## src/rtl/scan_pkg.sv

```systemverilog
// Shared types for the scan row driver.
// Assumes: nothing beyond IEEE 1800-2017 packages.
package scan_pkg;

    // Shift direction as seen on the dir input.
    typedef enum logic {
        DIR_B_TO_A = 1'b0,
        DIR_A_TO_B = 1'b1
    } scan_dir_e;

    // Latch build variants selected by the top-level parameter.
    localparam bit LATCH_FLOP  = 1'b0;
    localparam bit LATCH_LEVEL = 1'b1;

endpackage

```

## src/rtl/scan_clk_edge.sv

```systemverilog
// Detects rising edges of the shift clock on the system clock.
// Assumes: shift_clk is already synchronous to clk, or is driven away from
// the clk edge, and each phase of it lasts at least one clk period.
module scan_clk_edge (
    input  logic clk,
    input  logic rst_n,
    input  logic shift_clk,
    output logic shift_pulse
);

    logic sclk_q;

    // Keep the previous shift clock level.
    always_ff @(posedge clk) begin
        if (!rst_n) sclk_q <= 1'b1;
        else        sclk_q <= shift_clk;
    end

    // A pulse for the one cycle in which the new level is high and the old one was low.
    always_comb shift_pulse = shift_clk & ~sclk_q;

    // one edge yields exactly one pulse, even if the level stays high.
    a_r5_single_pulse: assert property (@(posedge clk) disable iff (!rst_n)
        shift_pulse |=> !shift_pulse);

endmodule

```

## src/rtl/scan_shift_reg.sv

```systemverilog
// Bidirectional serial shift register with asynchronous clear.
// Assumes: N >= 2; dir is stable in the cycle in which shift_pulse is high.
module scan_shift_reg #(
    parameter int N = 64
) (
    input  logic         clk,
    input  logic         rst_n,
    input  logic         clr,
    input  logic         shift_pulse,
    input  logic         dir,
    input  logic         a_in,
    input  logic         b_in,
    output logic [N-1:0] sr
);
    import scan_pkg::*;

    localparam int LAST = N - 1;

    logic [N-1:0] sr_nxt;

    // Next value of each bit: take the neighbour on the upstream side.
    for (genvar i = 0; i < N; i++) begin : g_bit
        logic from_low;
        logic from_high;
        if (i == 0) begin : g_first
            always_comb from_low = a_in;
        end else begin : g_mid_low
            always_comb from_low = sr[i-1];
        end
        if (i == LAST) begin : g_last
            always_comb from_high = b_in;
        end else begin : g_mid_high
            always_comb from_high = sr[i+1];
        end
        // Pick the source bit by shift direction.
        always_comb sr_nxt[i] = (scan_dir_e'(dir) == DIR_A_TO_B) ? from_low : from_high;
    end

    // Register update: clear wins at any time, then reset, then shift.
    always_ff @(posedge clk or posedge clr) begin
        if (clr)              sr <= '0;
        else if (!rst_n)      sr <= '0;
        else if (shift_pulse) sr <= sr_nxt;
    end

    // the register reads empty whenever clr is high.
    a_r6_clear_empty: assert property (@(posedge clk) disable iff (!rst_n)
        clr |-> (sr == '0));

    // end A feeds bit 0, and the rest moves up by one.
    a_r2_fwd_entry: assert property (@(posedge clk) disable iff (!rst_n)
        (shift_pulse && dir && !clr) |=> (clr || (sr[0] == $past(a_in))));
    a_r2_fwd_move: assert property (@(posedge clk) disable iff (!rst_n)
        (shift_pulse && dir && !clr) |=> (clr || (sr[LAST:1] == $past(sr[LAST-1:0]))));

    // end B feeds the top bit, and the rest moves down by one.
    a_r3_rev_entry: assert property (@(posedge clk) disable iff (!rst_n)
        (shift_pulse && !dir && !clr) |=> (clr || (sr[LAST] == $past(b_in))));
    a_r3_rev_move: assert property (@(posedge clk) disable iff (!rst_n)
        (shift_pulse && !dir && !clr) |=> (clr || (sr[LAST-1:0] == $past(sr[LAST:1]))));

    // without an edge the contents stay steady.
    a_r5_steady: assert property (@(posedge clk) disable iff (!rst_n)
        (!shift_pulse && !clr) |=> (clr || $stable(sr)));

endmodule

```

## src/rtl/scan_latch_stage.sv

```systemverilog
// Parallel latch between the shift register and the output gating.
// LEVEL=1: a level-sensitive latch, open while strobe is low.
// LEVEL=0: a flop array on clk, loaded while strobe is low.
// Assumes: in the flop variant, strobe is synchronous to clk.
module scan_latch_stage #(
    parameter int N     = 64,
    parameter bit LEVEL = 1'b0
) (
    input  logic         clk,
    input  logic         rst_n,
    input  logic         strobe,
    input  logic [N-1:0] d,
    output logic [N-1:0] q
);
    import scan_pkg::*;

    if (LEVEL == LATCH_LEVEL) begin : g_level
        // Transparent while the strobe is low; holds while it is high.
        always_latch begin
            if (!strobe) q = d;
        end

        // an open latch shows its input.
        a_r7_open_follows: assert property (@(posedge clk) disable iff (!rst_n)
            !strobe |-> (q == d));
    end else begin : g_flop
        // Load on each clock while the strobe is low; hold otherwise.
        always_ff @(posedge clk) begin
            if (!rst_n)       q <= '0;
            else if (!strobe) q <= d;
        end

        // the flop stage copies its input one cycle later.
        a_r7_load_follows: assert property (@(posedge clk) disable iff (!rst_n)
            !strobe |=> (q == $past(d)));
        // a high strobe freezes the stage.
        a_r8_hold_stable: assert property (@(posedge clk) disable iff (!rst_n)
            strobe |=> $stable(q));
    end

endmodule

```

## src/rtl/scan_out_gate.sv

```systemverilog
// Blanking and polarity gating of each latched row bit.
// Assumes: purely combinational; blank takes priority over the data.
module scan_out_gate #(
    parameter int N = 64
) (
    input  logic [N-1:0] lat_q,
    input  logic         blank,
    input  logic         pol,
    output logic [N-1:0] row_out
);

    for (genvar i = 0; i < N; i++) begin : g_row
        // Blank forces the polarity level; otherwise pol inverts the data.
        always_comb row_out[i] = blank ? pol : (lat_q[i] ^ pol);
    end

endmodule

```

## src/rtl/scan_row_driver.sv

```systemverilog
// Top level of the scan row driver logic: edge detection, shift register,
// latch stage, output gating and the two split serial ends.
// Assumes: all inputs except clr are synchronous to clk.
module scan_row_driver #(
    parameter int N_ROWS      = 64,
    parameter bit LATCH_LEVEL = 1'b0
) (
    input  logic              clk,
    input  logic              rst_n,
    input  logic              shift_clk,
    input  logic              clr,
    input  logic              strobe,
    input  logic              blank,
    input  logic              pol,
    input  logic              dir,
    input  logic              end_a_in,
    output logic              end_a_out,
    output logic              end_a_oe,
    input  logic              end_b_in,
    output logic              end_b_out,
    output logic              end_b_oe,
    output logic [N_ROWS-1:0] row_out
);
    import scan_pkg::*;

    localparam int LAST = N_ROWS - 1;

    logic              shift_pulse;
    logic [N_ROWS-1:0] sr;
    logic [N_ROWS-1:0] lat_q;

    scan_clk_edge u_edge (
        .clk         (clk),
        .rst_n       (rst_n),
        .shift_clk   (shift_clk),
        .shift_pulse (shift_pulse)
    );

    scan_shift_reg #(.N(N_ROWS)) u_sr (
        .clk         (clk),
        .rst_n       (rst_n),
        .clr         (clr),
        .shift_pulse (shift_pulse),
        .dir         (dir),
        .a_in        (end_a_in),
        .b_in        (end_b_in),
        .sr          (sr)
    );

    scan_latch_stage #(.N(N_ROWS), .LEVEL(LATCH_LEVEL)) u_lat (
        .clk    (clk),
        .rst_n  (rst_n),
        .strobe (strobe),
        .d      (sr),
        .q      (lat_q)
    );

    scan_out_gate #(.N(N_ROWS)) u_gate (
        .lat_q   (lat_q),
        .blank   (blank),
        .pol     (pol),
        .row_out (row_out)
    );

    // Serial ends: both carry their end bit, and only the downstream end is enabled.
    always_comb begin
        end_a_out = sr[0];
        end_b_out = sr[LAST];
        end_a_oe  = (scan_dir_e'(dir) == DIR_B_TO_A);
        end_b_oe  = (scan_dir_e'(dir) == DIR_A_TO_B);
    end

    // blanking forces every row to the polarity level.
    a_r9_blank_level: assert property (@(posedge clk) disable iff (!rst_n)
        blank |-> (row_out == {N_ROWS{pol}}));

    // without blanking, the rows carry the latch contents, inverted by pol.
    a_r10_data_path: assert property (@(posedge clk) disable iff (!rst_n)
        !blank |-> ((row_out ^ {N_ROWS{pol}}) == lat_q));

    // exactly one serial end is enabled as an output.
    a_r4_one_driver: assert property (@(posedge clk) disable iff (!rst_n)
        $countones({end_a_oe, end_b_oe}) == 1);

endmodule

```

## config.mk

```make
export PLATFORM = sky130hd
export DESIGN_NAME = scan_row_driver
export DESIGN_NICKNAME = d
export VERILOG_FILES = /design/src/rtl/scan_pkg.sv /design/src/rtl/scan_clk_edge.sv /design/src/rtl/scan_shift_reg.sv /design/src/rtl/scan_latch_stage.sv /design/src/rtl/scan_out_gate.sv /design/src/rtl/scan_row_driver.sv
export SDC_FILE = /design/constraint.sdc
export NUM_CORES = 1
export LEC_CHECK = 0
export ABC_AREA = 0
export BUFFER_PORTS_ARGS = -buffer_cell sky130_fd_sc_hd__buf_2
export CORE_MARGIN = 10
export CORE_UTILIZATION = 45
export DETAILED_ROUTE_END_ITERATION = 10
export GPL_ROUTABILITY_DRIVEN = 0
export HOLD_SLACK_MARGIN = 0.06
export MAX_ROUTING_LAYER = met4
export PLACE_DENSITY = 0.73
export SYNTH_ARGS = -nofsm -noshare
export SYNTH_HDL_FRONTEND = slang
export SYNTH_SLANG_ARGS = --single-unit
```

## constraint.sdc

```tcl
create_clock -name clk -period 3.9 [get_ports clk]
set_input_delay 0.195 -clock clk [delete_from_list [all_inputs] [get_ports clk]]
set_output_delay 0.195 -clock clk [all_outputs]
set_load 0.02 [all_outputs]
```

==> flow_summary_export.csv <==
group,metric,value,unit
status,status,"finished clean",
die,core.rowCount,44,
die,die_h,141.6,µm
finish,drive_gt1_share,20.06,%
critical_path,critical_path.cell_chain,"buf_4 > xnor2_1 > buf_2",
clock_network,cts_root_buffer,"clkbuf_16",
clock_network,cts_tree,"yes",
finish,syn_to_final_growth,12.41,%
clock_network,clock_latency,0.42,ns
route,antenna_left,0,
logic_synthesis,ys_types,18,
timing,skew,0.006408,ns
global_route,antenna_found_initial,0,
power,p_leak,3.104,nW
route,wirelength,12280,µm
logic_synthesis,ys_seq_area_share,43.61,%
critical_path,slowest_stage,"buf_4",
power,powerDensity,424.8,nW/µm²
placement,portBuffers,77,
die,die_x,141.6,µm
global_route,grt_pass1_wl,20580,µm
clock_network,clockBufferDepth,2,
critical_path,endpoint_kind,"primary output",
clock_network,clk_pin_slew,0.06,ns
critical_path,critical_path_class,"in2out",
timing,rsz0062_at_grt,"false",
critical_path,cp.arrival,1.46,ns
timing,hold_viol_final,0,
die,core_area,14530,µm²
timing,max_freq,0.6052,GHz
clock_network,numCtsBuffers,17,
die,dieArea,20060,µm²
clock_network,htree_levels,4,
route,drt-pass1-iter-count,4,
timing,setup_viol,0,
finish,insertedDiodeCount,0,
critical_path,crit_path_start_kind,"input port",
die,start_util,45.80,%
timing,worst_slew_pin_slew,1.059,ns
logic_synthesis,ys_ff_latch,129,
global_route,grt.overflow.total,0,
die,ioPinCount,78,
global_route,grt_pass1_vias,4139,
timing,slew_headroom,29.42,%
timing,layout_min_cycle_time,1.652,ns
logic_synthesis,syn_avg_cell_area,11.72,µm²
route,drcViolationCount,0,
placement,hpwl,7697,µm
clock_network,cts_sinks,129,
finish,multi_input_area,3307,µm²
critical_path,crit_buf_inv,2,
power,ir_drop,0.0003008,V
run,maxCapViolCount,0,
timing,hold_ws,0.08359,ns
global_route,grt_max_degree,68,
finish,nNetsFinal,630,
route,drt_iter0_markers,312,
route,num_vias,4111,
min_path,hold_class,"in2reg",
critical_path,critical-path-max-stage-delay,0.76,ns
global_route,grt_usage,12.68,%
logic_synthesis,syn-cell-area,6656,µm²
route,wl_per_cell,15.03,µm
finish,n_fill_cell,1288,
timing,fin_setup_tns,0,ns
route,avgViaCountPerCell,5.032,
timing,slew_violations,0,
logic_synthesis,ys_warn_count,0,
power,power,3.178,mW
clock_network,post_cts_buffers,0,
logic_synthesis,synthesis.nets,578,
critical_path,critical_path_required,3.70,ns
finish,regArea,2903,µm²
timing,timing.final.crit_share,42.37,%
critical_path,critical_path.max_fanout,64,
logic_synthesis,syn_inst,568,
critical_path,crit_family,"buffers and inverters",
## layout make-up
type / count / area share, %
clock buffer: 18 / 5.736
clock inverter: 14 / 2.224
inverter: 3 / 0.1505
multi-input combinational: 387 / 44.20
sequential: 129 / 38.80
tap: 184 / 3.077
timing repair buffer: 82 / 5.819
## synth_stat cells
master         number  share of area, %
buf_6              12               2.0
inv_1               1             0.056
o2bb2ai_2          11               2.5
inv_2               2              0.11
nor2b_1            64               6.0
nand3_2             1              0.15
dfrtp_1            64                24
clkbuf_1           11              0.62
o2bb2ai_1          53               7.0
dfxtp_1            65                20
dlygate4sd1_1       1              0.13
buf_4               8              0.90
buf_12              7               2.1
xnor2_1            64               8.4
mux2i_1           128                19
buf_2              10              0.75
nand2b_1           65               6.1
a21boi_4            1              0.28
## power by group
part / switching, mW / leakage (nW) / internal, mW
Sequential: 0.000976 / 1.42 / 1.33
Clock: 0.579 / 0.282 / 1.00
Combinational: 0.167 / 1.40 / 0.101
Total: 0.747 / 3.10 / 2.43
## layout by cell type (no fill, tap or decap)
cell type,synthesis,routed
dlygate4sd3_1,0,2
clkbuf_1,11,1
o2bb2ai_1,53,53
o2bb2ai_2,11,11
xnor2_1,64,64
nand2b_1,65,65
clkbuf_16,0,17
bufinv_16,0,3
clkinv_2,0,4
mux2i_1,128,128
nor2b_1,64,64
a21boi_4,1,1
buf_2,10,74
nand3_2,1,1
clkinvlp_4,0,4
dfrtp_1,64,64
clkinv_4,0,3
dfxtp_1,65,65
buf_4,8,6
inv_2,2,3
## final timing paths
path	from	to	slack (ns)	depth (start not counted)
worst max-delay path	pol	row_out[4]	2.25	3
worst min-delay path	end_b_in	u_sr.sr[63]	0.08	3
worst max register to register	u_edge.sclk_q	u_sr.sr[28]	2.49	4
worst min register to register	u_lat.q[26]	u_lat.q[26]	0.52	2
max in group asynchronous	clr	u_sr.sr[54]	2.63	4
min in group asynchronous	clr	u_sr.sr[40]	0.36	3
## tightest hold or removal path: cells and delay by family
family	cells	cell delay [ns]
AO/OA/AOI/OAI	1	0.11
buffers and inverters	1	0.09
multiplexers	1	0.06
## through the flow
stage / instances / area, µm² / util [%] / setup slack, ns
after global routing: 817 / 7482 / 51.48 / 2.084
after detailed placement: 783 / 6867 / 47.25 / 1.805
after CTS: 817 / 7482 / 51.48 / 2.229
final: 817 / 7482 / 51.48 / 2.248
after floorplan: 568 / 6656 / - / 2.107
after global placement: 783 / 6867 / 47.25 / 1.897
## flip-flops by register name, indices dropped and copies added (netlist names)
register / flops
u_lat.q: 64
u_edge.sclk_q: 1
u_sr.sr: 64
## metal layers
metal	part of all wire (%)	wire [µm]	GRT usage, %
met3	4.6	563	3.872
met4	2.2	265	5.917
met5	0	0	-
met2	48	5883	20.06
met1	45	5568	14.46
## timing repair
item,4_1_cts,5_1_grt
endpoints found under the setup margin,0,0
resized for setup,0,0
hold buffers,2,0
hold endpoints to repair,25,0
## kinds of logic after synthesis
| kind of cell | synth area share (%) |
|---|---|
| DFF | 43.61 |
| xor gates and xnor gates | 8.421 |
| buffers and inverters | 6.711 |
| AOI/OAI and AO/OA | 9.737 |
| and+or+nand+nor | 12.27 |
| muxes | 19.25 |
Power figures use the tool's default switching activity.
